[config.mk]
export PLATFORM = sky130hd
export DESIGN_NAME = excu_top
export DESIGN_NICKNAME = d
export VERILOG_FILES = /design/src/rtl/excu_pkg.sv /design/src/rtl/excu_gate.sv /design/src/rtl/excu_regs.sv /design/src/rtl/excu_readmux.sv /design/src/rtl/excu_top.sv
export SDC_FILE = /design/constraint.sdc
export NUM_CORES = 1
export LEC_CHECK = 0
export ABC_AREA = 0
export BUFFER_PORTS_ARGS = -buffer_cell sky130_fd_sc_hd__buf_4
export CORE_ASPECT_RATIO = 0.5
export CORE_MARGIN = 3
export CORE_UTILIZATION = 40
export DETAILED_ROUTE_END_ITERATION = 10
export MAX_ROUTING_LAYER = met4
export PLACE_DENSITY_LB_ADDON = 0.12
export SYNTH_ARGS = -nofsm -noshare
export SYNTH_HDL_FRONTEND = slang
export SYNTH_HIERARCHICAL = 1
export SYNTH_SLANG_ARGS = --single-unit
export TNS_END_PERCENT = 5
[constraint.sdc]
create_clock -name clk -period 3.1 [get_ports clk]
set_input_delay 0.93 -clock clk [delete_from_list [all_inputs] [get_ports clk]]
set_output_delay 0.93 -clock clk [all_outputs]
set_load 0.005 [all_outputs]
[src/rtl/excu_pkg.sv]
package excu_pkg;
  localparam int XLEN   = 32;
  localparam int IRQ_W  = 8;
  localparam int CODE_W = 5;
  localparam int SEL_W  = 5;

  localparam logic [SEL_W-1:0] SEL_BADV  = 5'd8;
  localparam logic [SEL_W-1:0] SEL_STAT  = 5'd12;
  localparam logic [SEL_W-1:0] SEL_CAUSE = 5'd13;
  localparam logic [SEL_W-1:0] SEL_EPC   = 5'd14;

  localparam logic [CODE_W-1:0] EC_INT  = 5'd0;
  localparam logic [CODE_W-1:0] EC_ADEL = 5'd4;
  localparam logic [CODE_W-1:0] EC_ADES = 5'd5;

  typedef struct packed {
    logic [IRQ_W-1:0] mask;
    logic             um;
    logic             exl;
    logic             ie;
  } status_t;

  function automatic logic [XLEN-1:0] status_word(input status_t s);
    return {16'b0, s.mask, 3'b0, s.um, 2'b0, s.exl, s.ie};
  endfunction

  function automatic status_t status_unpack(input logic [XLEN-1:0] w);
    status_t s;
    s.mask = w[15:8];
    s.um   = w[4];
    s.exl  = w[1];
    s.ie   = w[0];
    return s;
  endfunction

  function automatic logic [XLEN-1:0] cause_word(input logic bd,
                                                 input logic [IRQ_W-1:0] pend,
                                                 input logic [CODE_W-1:0] code);
    return {bd, 15'b0, pend, 1'b0, code, 2'b0};
  endfunction

  function automatic logic [XLEN-1:0] return_pc(input logic [XLEN-1:0] pc,
                                                input logic in_delay);
    return in_delay ? pc - 32'd4 : pc;
  endfunction

  function automatic logic is_addr_err(input logic [CODE_W-1:0] code);
    return (code == EC_ADEL) || (code == EC_ADES);
  endfunction
endpackage

[src/rtl/excu_gate.sv]
module excu_gate
  import excu_pkg::*;
(
  input  logic              clk,
  input  logic              rst_n,
  input  logic [IRQ_W-1:0]  pend,
  input  logic [IRQ_W-1:0]  mask,
  input  logic              ie,
  input  logic              exl,
  input  logic              sync_valid,
  input  logic [CODE_W-1:0] sync_code,
  input  logic              eret,
  output logic              int_req,
  output logic              take,
  output logic [CODE_W-1:0] take_code,
  output logic              eret_eff
);
  always_comb begin
    int_req   = (|(pend & mask)) & ie & ~exl;
    take      = sync_valid | int_req;
    take_code = sync_valid ? sync_code : EC_INT;
    eret_eff  = eret & ~take;
  end


  exl_blocks_int_chk: assert property (@(posedge clk) disable iff (!rst_n)
    (take && exl) |-> sync_valid);


  sync_wins_chk: assert property (@(posedge clk) disable iff (!rst_n)
    sync_valid |-> (take_code == sync_code));
endmodule

[src/rtl/excu_regs.sv]
module excu_regs
  import excu_pkg::*;
(
  input  logic              clk,
  input  logic              rst_n,
  input  logic [IRQ_W-1:0]  irq_lines,
  input  logic              wr_en,
  input  logic [SEL_W-1:0]  wr_sel,
  input  logic [XLEN-1:0]   wr_data,
  input  logic              take,
  input  logic [CODE_W-1:0] take_code,
  input  logic [XLEN-1:0]   exc_pc,
  input  logic              exc_in_delay,
  input  logic [XLEN-1:0]   exc_addr,
  input  logic              eret_eff,
  output status_t           status_q,
  output logic [IRQ_W-1:0]  pend_q,
  output logic              bd_q,
  output logic [CODE_W-1:0] code_q,
  output logic [XLEN-1:0]   epc_q,
  output logic [XLEN-1:0]   badv_q
);
  logic wr_ok;
  assign wr_ok = wr_en & ~take;

  always_ff @(posedge clk) begin
    if (!rst_n) begin
      status_q <= '0;
      pend_q   <= '0;
      bd_q     <= 1'b0;
      code_q   <= '0;
      epc_q    <= '0;
      badv_q   <= '0;
    end else begin
      pend_q <= irq_lines;
      if (take) begin
        status_q.exl <= 1'b1;
        code_q       <= take_code;
        bd_q         <= exc_in_delay;
        epc_q        <= return_pc(exc_pc, exc_in_delay);
        if (is_addr_err(take_code)) badv_q <= exc_addr;
      end else begin
        if (wr_ok) begin
          case (wr_sel)
            SEL_STAT: status_q <= status_unpack(wr_data);
            SEL_EPC:  epc_q    <= wr_data;
            SEL_BADV: badv_q   <= wr_data;
            default: ;
          endcase
        end
        if (eret_eff) status_q.exl <= 1'b0;
      end
    end
  end


  exl_set_chk: assert property (@(posedge clk) disable iff (!rst_n)
    take |=> status_q.exl);


  exl_clear_chk: assert property (@(posedge clk) disable iff (!rst_n)
    eret_eff |=> !status_q.exl);


  badv_load_chk: assert property (@(posedge clk) disable iff (!rst_n)
    (take && is_addr_err(take_code)) |=> (badv_q == $past(exc_addr)));


  badv_keep_chk: assert property (@(posedge clk) disable iff (!rst_n)
    (take && !is_addr_err(take_code)) |=> $stable(badv_q));


  bd_track_chk: assert property (@(posedge clk) disable iff (!rst_n)
    take |=> (bd_q == $past(exc_in_delay)));


  write_drop_chk: assert property (@(posedge clk) disable iff (!rst_n)
    (take && wr_en && wr_sel == SEL_STAT) |=> status_q.exl);
endmodule

[src/rtl/excu_readmux.sv]
module excu_readmux
  import excu_pkg::*;
(
  input  logic [SEL_W-1:0]  sel,
  input  status_t           status_q,
  input  logic [IRQ_W-1:0]  pend_q,
  input  logic              bd_q,
  input  logic [CODE_W-1:0] code_q,
  input  logic [XLEN-1:0]   epc_q,
  input  logic [XLEN-1:0]   badv_q,
  output logic [XLEN-1:0]   rd_data
);
  always_comb begin
    case (sel)
      SEL_BADV:  rd_data = badv_q;
      SEL_STAT:  rd_data = status_word(status_q);
      SEL_CAUSE: rd_data = cause_word(bd_q, pend_q, code_q);
      SEL_EPC:   rd_data = epc_q;
      default:   rd_data = '0;
    endcase
  end
endmodule

[src/rtl/excu_top.sv]
module excu_top
  import excu_pkg::*;
#(
  parameter logic [31:0] VECTOR = 32'h8000_0180
) (
  input  logic        clk,
  input  logic        rst_n,
  input  logic [4:0]  cp_rd_sel,
  output logic [31:0] cp_rd_data,
  input  logic        cp_wr_en,
  input  logic [4:0]  cp_wr_sel,
  input  logic [31:0] cp_wr_data,
  input  logic [7:0]  irq_lines,
  input  logic        sync_valid,
  input  logic [4:0]  sync_code,
  input  logic [31:0] exc_pc,
  input  logic        exc_in_delay,
  input  logic [31:0] exc_addr,
  input  logic        eret_pulse,
  output logic        redirect_valid,
  output logic [31:0] redirect_target,
  output logic        exc_level,
  output logic        user_mode
);
  status_t           status_q;
  logic [IRQ_W-1:0]  pend_q;
  logic              bd_q;
  logic [CODE_W-1:0] code_q;
  logic [XLEN-1:0]   epc_q;
  logic [XLEN-1:0]   badv_q;
  logic              int_req;
  logic              take;
  logic [CODE_W-1:0] take_code;
  logic              eret_eff;

  excu_gate u_gate (
    .clk(clk), .rst_n(rst_n), .pend(pend_q), .mask(status_q.mask),
    .ie(status_q.ie), .exl(status_q.exl), .sync_valid(sync_valid),
    .sync_code(sync_code), .eret(eret_pulse), .int_req(int_req),
    .take(take), .take_code(take_code), .eret_eff(eret_eff)
  );

  excu_regs u_regs (
    .clk(clk), .rst_n(rst_n), .irq_lines(irq_lines), .wr_en(cp_wr_en),
    .wr_sel(cp_wr_sel), .wr_data(cp_wr_data), .take(take),
    .take_code(take_code), .exc_pc(exc_pc), .exc_in_delay(exc_in_delay),
    .exc_addr(exc_addr), .eret_eff(eret_eff), .status_q(status_q),
    .pend_q(pend_q), .bd_q(bd_q), .code_q(code_q), .epc_q(epc_q),
    .badv_q(badv_q)
  );

  excu_readmux u_rd (
    .sel(cp_rd_sel), .status_q(status_q), .pend_q(pend_q), .bd_q(bd_q),
    .code_q(code_q), .epc_q(epc_q), .badv_q(badv_q), .rd_data(cp_rd_data)
  );

  assign redirect_valid  = take | eret_eff;
  assign redirect_target = take ? VECTOR : epc_q;
  assign exc_level       = status_q.exl;
  assign user_mode       = status_q.um;


  eret_target_chk: assert property (@(posedge clk) disable iff (!rst_n)
    (redirect_valid && !take) |-> (redirect_target == epc_q));


  vector_chk: assert property (@(posedge clk) disable iff (!rst_n)
    sync_valid |-> (redirect_valid && redirect_target == VECTOR));


  int_gate_chk: assert property (@(posedge clk) disable iff (!rst_n)
    (redirect_valid && !sync_valid && !eret_pulse) |-> (!exc_level && int_req));
endmodule

==> key figures <==
Outcome
  – Status: finished, final reports clean

Layout
  – Utilization after layout: between 50% and 60%
  – Area occupied by registers: between 1500 and 2000 sq um
  – Fin nets: around 900
  – Synth-to-layout area growth: 37.7%
  – Fillers: 1209
  – Multi-input logic area: roughly 3400 sq um
  – Commonest cells after routing, fill and taps aside: buf_4 (219), dfxtp_1 (89), a211oi_1 (65), mux2i_1 (61), nor3_1 (39)
  – Commonest non-fill, non-tap cell in the layout: buf_4
  – Ratio of cells with drive above 1 in the final layout: about 33%
  – # diodes: 0

Yosys
  – Netlist Area Pre-Place: 5420 sq um
  – Seq/Total Area, Yosys: 32.9%
  – Yosys top cell area share: between 30% and 40%
  – Cell taking the most area after synthesis: dfxtp_1
  – Synthesized flop and latch total: 89
  – Syn Inst Count: between 600 and 700
  – Synthesized area per cell: a little under 9 sq um
  – Ys async rst share: 0%
  – Syn Nets: approximately 740
  – Synth area leaders: dfxtp_1 (33%), mux2i_1 (11%), a211oi_1 (9.0%)
  – Post-synth cell types: 59
  – Ys flop type: dfxtp_1
  – Warnings from Yosys: 6
  – Number of synthesized flops with an enable pin: 0

Global route
  – Met1 Track Usage GR: ~37%
  – Met2 GRT Util: 41.7%
  – All-layer global routing usage: 27.2%
  – GR peak layer: met2
  – Vias in the first global route: between 5000 and 6000
  – GR Layer Usage met3: ~6.9%
  – First-pass GRT wire length: 31100 um
  – Largest net degree at the start of global routing: 48
  – Gr ovfl total: 0
  – Initial antenna violation count: 0

Route
  – Antenna-violating nets left: 0
  – First-pass DRT Iterations: 4
  – Vias/cell: 5.96
  – Post-DR wirelength/cell: slightly above 20 um
  – Number of DRC markers in iteration 0: 380
  – Via count: slightly below 6000
  – Post-route DRC: 0
  – DRT Wirelength: between 15000 and 20000 um

STA
  – Final clock skew: 0.00942 ns
  – Final TNS setup: 0 ns
  – Final WS setup: slightly below 0.04 ns
  – Hold_ws: between 0.5 and 0.6 ns
  – Final Hold Vio Count: 0
  – Final setup viols: 0
  – Period Utilization, post-route: a little over nine tenths
  – Rel. slew slack: between 40% and 50%
  – Max Slew Vio Count: 0
  – RSZ-0062 raised after global routing: yes
  – Worst-Margin Slew: roughly 0.84 ns
  – Max Clk Rate: approximately 330 MHz
  – Final min period: 3.06 ns

Worst setup path
  – Worst Path Arrival: 2.13 ns
  – Type of the worst setup path: in -> out
  – Critical path capture point type: primary output
  – Critical-path maximum fanout: 15
  – Worst setup SP type: input pin
  – Critical Path Most Common Cell: buf_4
  – Req. time, crit path: around 2.2 ns
  – CP bufs+invs: 3
  – CP max stage cell: or3b_1
  – Register-to-Register Path Depth: 8
  – Max stage delay on crit path: approximately 0.42 ns
  – WP depth: 6
  – Crit-path cells: buf_4 > or3b_1 > nor3_4 > buf_6 > a22o_1 > buf_4
  – Crit-path leading delay family: simple AND/OR/NAND/NOR gates

Floorplan
  – Rows: 29
  – Die width: around 170 um
  – Die ar.: between 15000 and 20000 sq um
  – Die Y: slightly below 90 um
  – Core area: 13000 sq um
  – I/O pin count: roughly 190
  – Initial Util: 41.8%

Power and ir drop
  – Leak pwr: roughly 0.0032 uW
  – Worst VDD drop: 0.278 mV
  – Cell Pwr Density: between 300 and 400 nW/um^2

Clock tree
  – Worst-Skew Late Latency: approximately 0.34 ns
  – H-tree level count: 3
  – Hold Buf Count CTS: 0
  – CTS resizes: 1
  – Root buffer cell: clkbuf_16
  – Worst-path clk slew: about 0.07 ns
  – Post-CTS Setup Inserts: 0
  – CTS tree: built
  – Num CTS Buffers: 9
  – Clock Sinks: 89
  – Clock Path Buffers: 2

Worst hold path
  – Hold/Removal Path Class: reg -> reg
  – Hold path cells: 2

Job
  – Max-cap violations: 0

Placed design
  – Post-Place Setup Slack: between 0.006 and 0.007 ns
  – Post-DP HPWL: roughly 15000 um
  – IO buf count: 191
  – Placer Congestion: between 0.8 and 0.9
[path summary, 6_finish.rpt]
kind / slack (ns) / start / endpoint
worst min-delay path: 0.50 / u_regs/code_q[3] / u_regs/code_q[3]
worst max-delay path: 0.04 / cp_rd_sel[0] / cp_rd_data[26]
worst max register to register: 0.44 / u_regs/pend_q[2] / u_regs/badv_q[25]
worst min register to register: 0.50 / u_regs/code_q[3] / u_regs/code_q[3]
[report_power, final]
group | leakage (uW) | internal, uW | switching (uW)
logic | 0.00228 | 278 | 260
clock network | 0.000153 | 712 | 489
registers | 0.000731 | 1200 | 44.6
total | 0.00317 | 2190 | 793
[layout make-up]
type / count / share of cell area [%]
multi-input combinational: 468 / 45.3
sequential: 89 / 23.9
timing repair buffer: 225 / 23.5
clock buffer: 10 / 3.07
tap: 170 / 2.85
clock inverter: 6 / 1.21
inverter: 4 / 0.201
[stage by stage]
step                instance area (sq um)  power (uW)  cells
global placement                     7140        1790    956
floorplan                            5420        1510    618
CTS                                  7460        2990    972
detailed placement                   7140        1800    956
finish                               7460        2980    972
global route                         7460        3110    972
[cell usage after synthesis (2+ instances only)]
| master | n |
|---|---|
| nand3_1 | 5 |
| inv_1 | 2 |
| mux2i_1 | 61 |
| nor2b_1 | 31 |
| nand2_1 | 17 |
| dfxtp_1 | 89 |
| buf_6 | 3 |
| nand4_1 | 5 |
| a22oi_1 | 13 |
| a211oi_1 | 65 |
| or4_1 | 14 |
| xnor2_1 | 3 |
| o22ai_1 | 8 |
| o311ai_0 | 3 |
| and2_1 | 14 |
| o2bb2ai_1 | 6 |
| o21ai_0 | 6 |
| or3_1 | 5 |
| nor3b_1 | 3 |
| or3b_2 | 2 |
| a22o_1 | 16 |
| clkbuf_1 | 41 |
| buf_1 | 2 |
| and3_1 | 25 |
| clkinv_1 | 2 |
| nand3b_1 | 5 |
| o31ai_1 | 15 |
| nor3_1 | 40 |
| buf_2 | 9 |
| nor4_1 | 3 |
| a21oi_1 | 4 |
| a311oi_1 | 17 |
| a31oi_1 | 3 |
| a22oi_2 | 3 |
| or2_2 | 8 |
| nor2_1 | 32 |
| or2_1 | 5 |
| or4_2 | 3 |
| buf_4 | 2 |
| xor2_1 | 8 |
| o41ai_1 | 2 |
[sequential cells by signal (all words and copies together) (netlist names)]
signal	count
u_regs/code_q	5
u_regs/pend_q	8
u_regs/badv_q	32
u_regs/status_q	11
u_regs/epc_q	32
u_regs/bd_q	1
[metal layers]
layer  vias to the layer above  part of all wire (%)
met4                         0                   1.6
met5                         -                     0
li1                       2745                     -
met2                       235                    44
met1                      2786                    46
met3                        23                   8.1
[logic make-up (layout without fill, tap and decap cells)]
| family | Yosys count | after routing | synth area share [%] |
|---|---|---|---|
| buffers and inverters | 61 | 245 | 4.99 |
| AOI/OAI and AO/OA | 167 | 167 | 24.2 |
| muxes | 61 | 61 | 11.3 |
| xor gates and xnor gates | 11 | 11 | 1.78 |
| and+or+nand+nor | 228 | 228 | 24.6 |
| adders and majority gates | 1 | 1 | 0.231 |
| DFF | 89 | 89 | 32.9 |
[tightest hold or removal path, delay by kind of cell, from the launching register on]
kind | cells | cell delay (ns)
AND/OR/NAND/NOR | 1 | 0.07
flip-flops | 1 | 0.33
multiplexers | 1 | 0.06
Note: power is estimated with default switching activity, not from simulation.
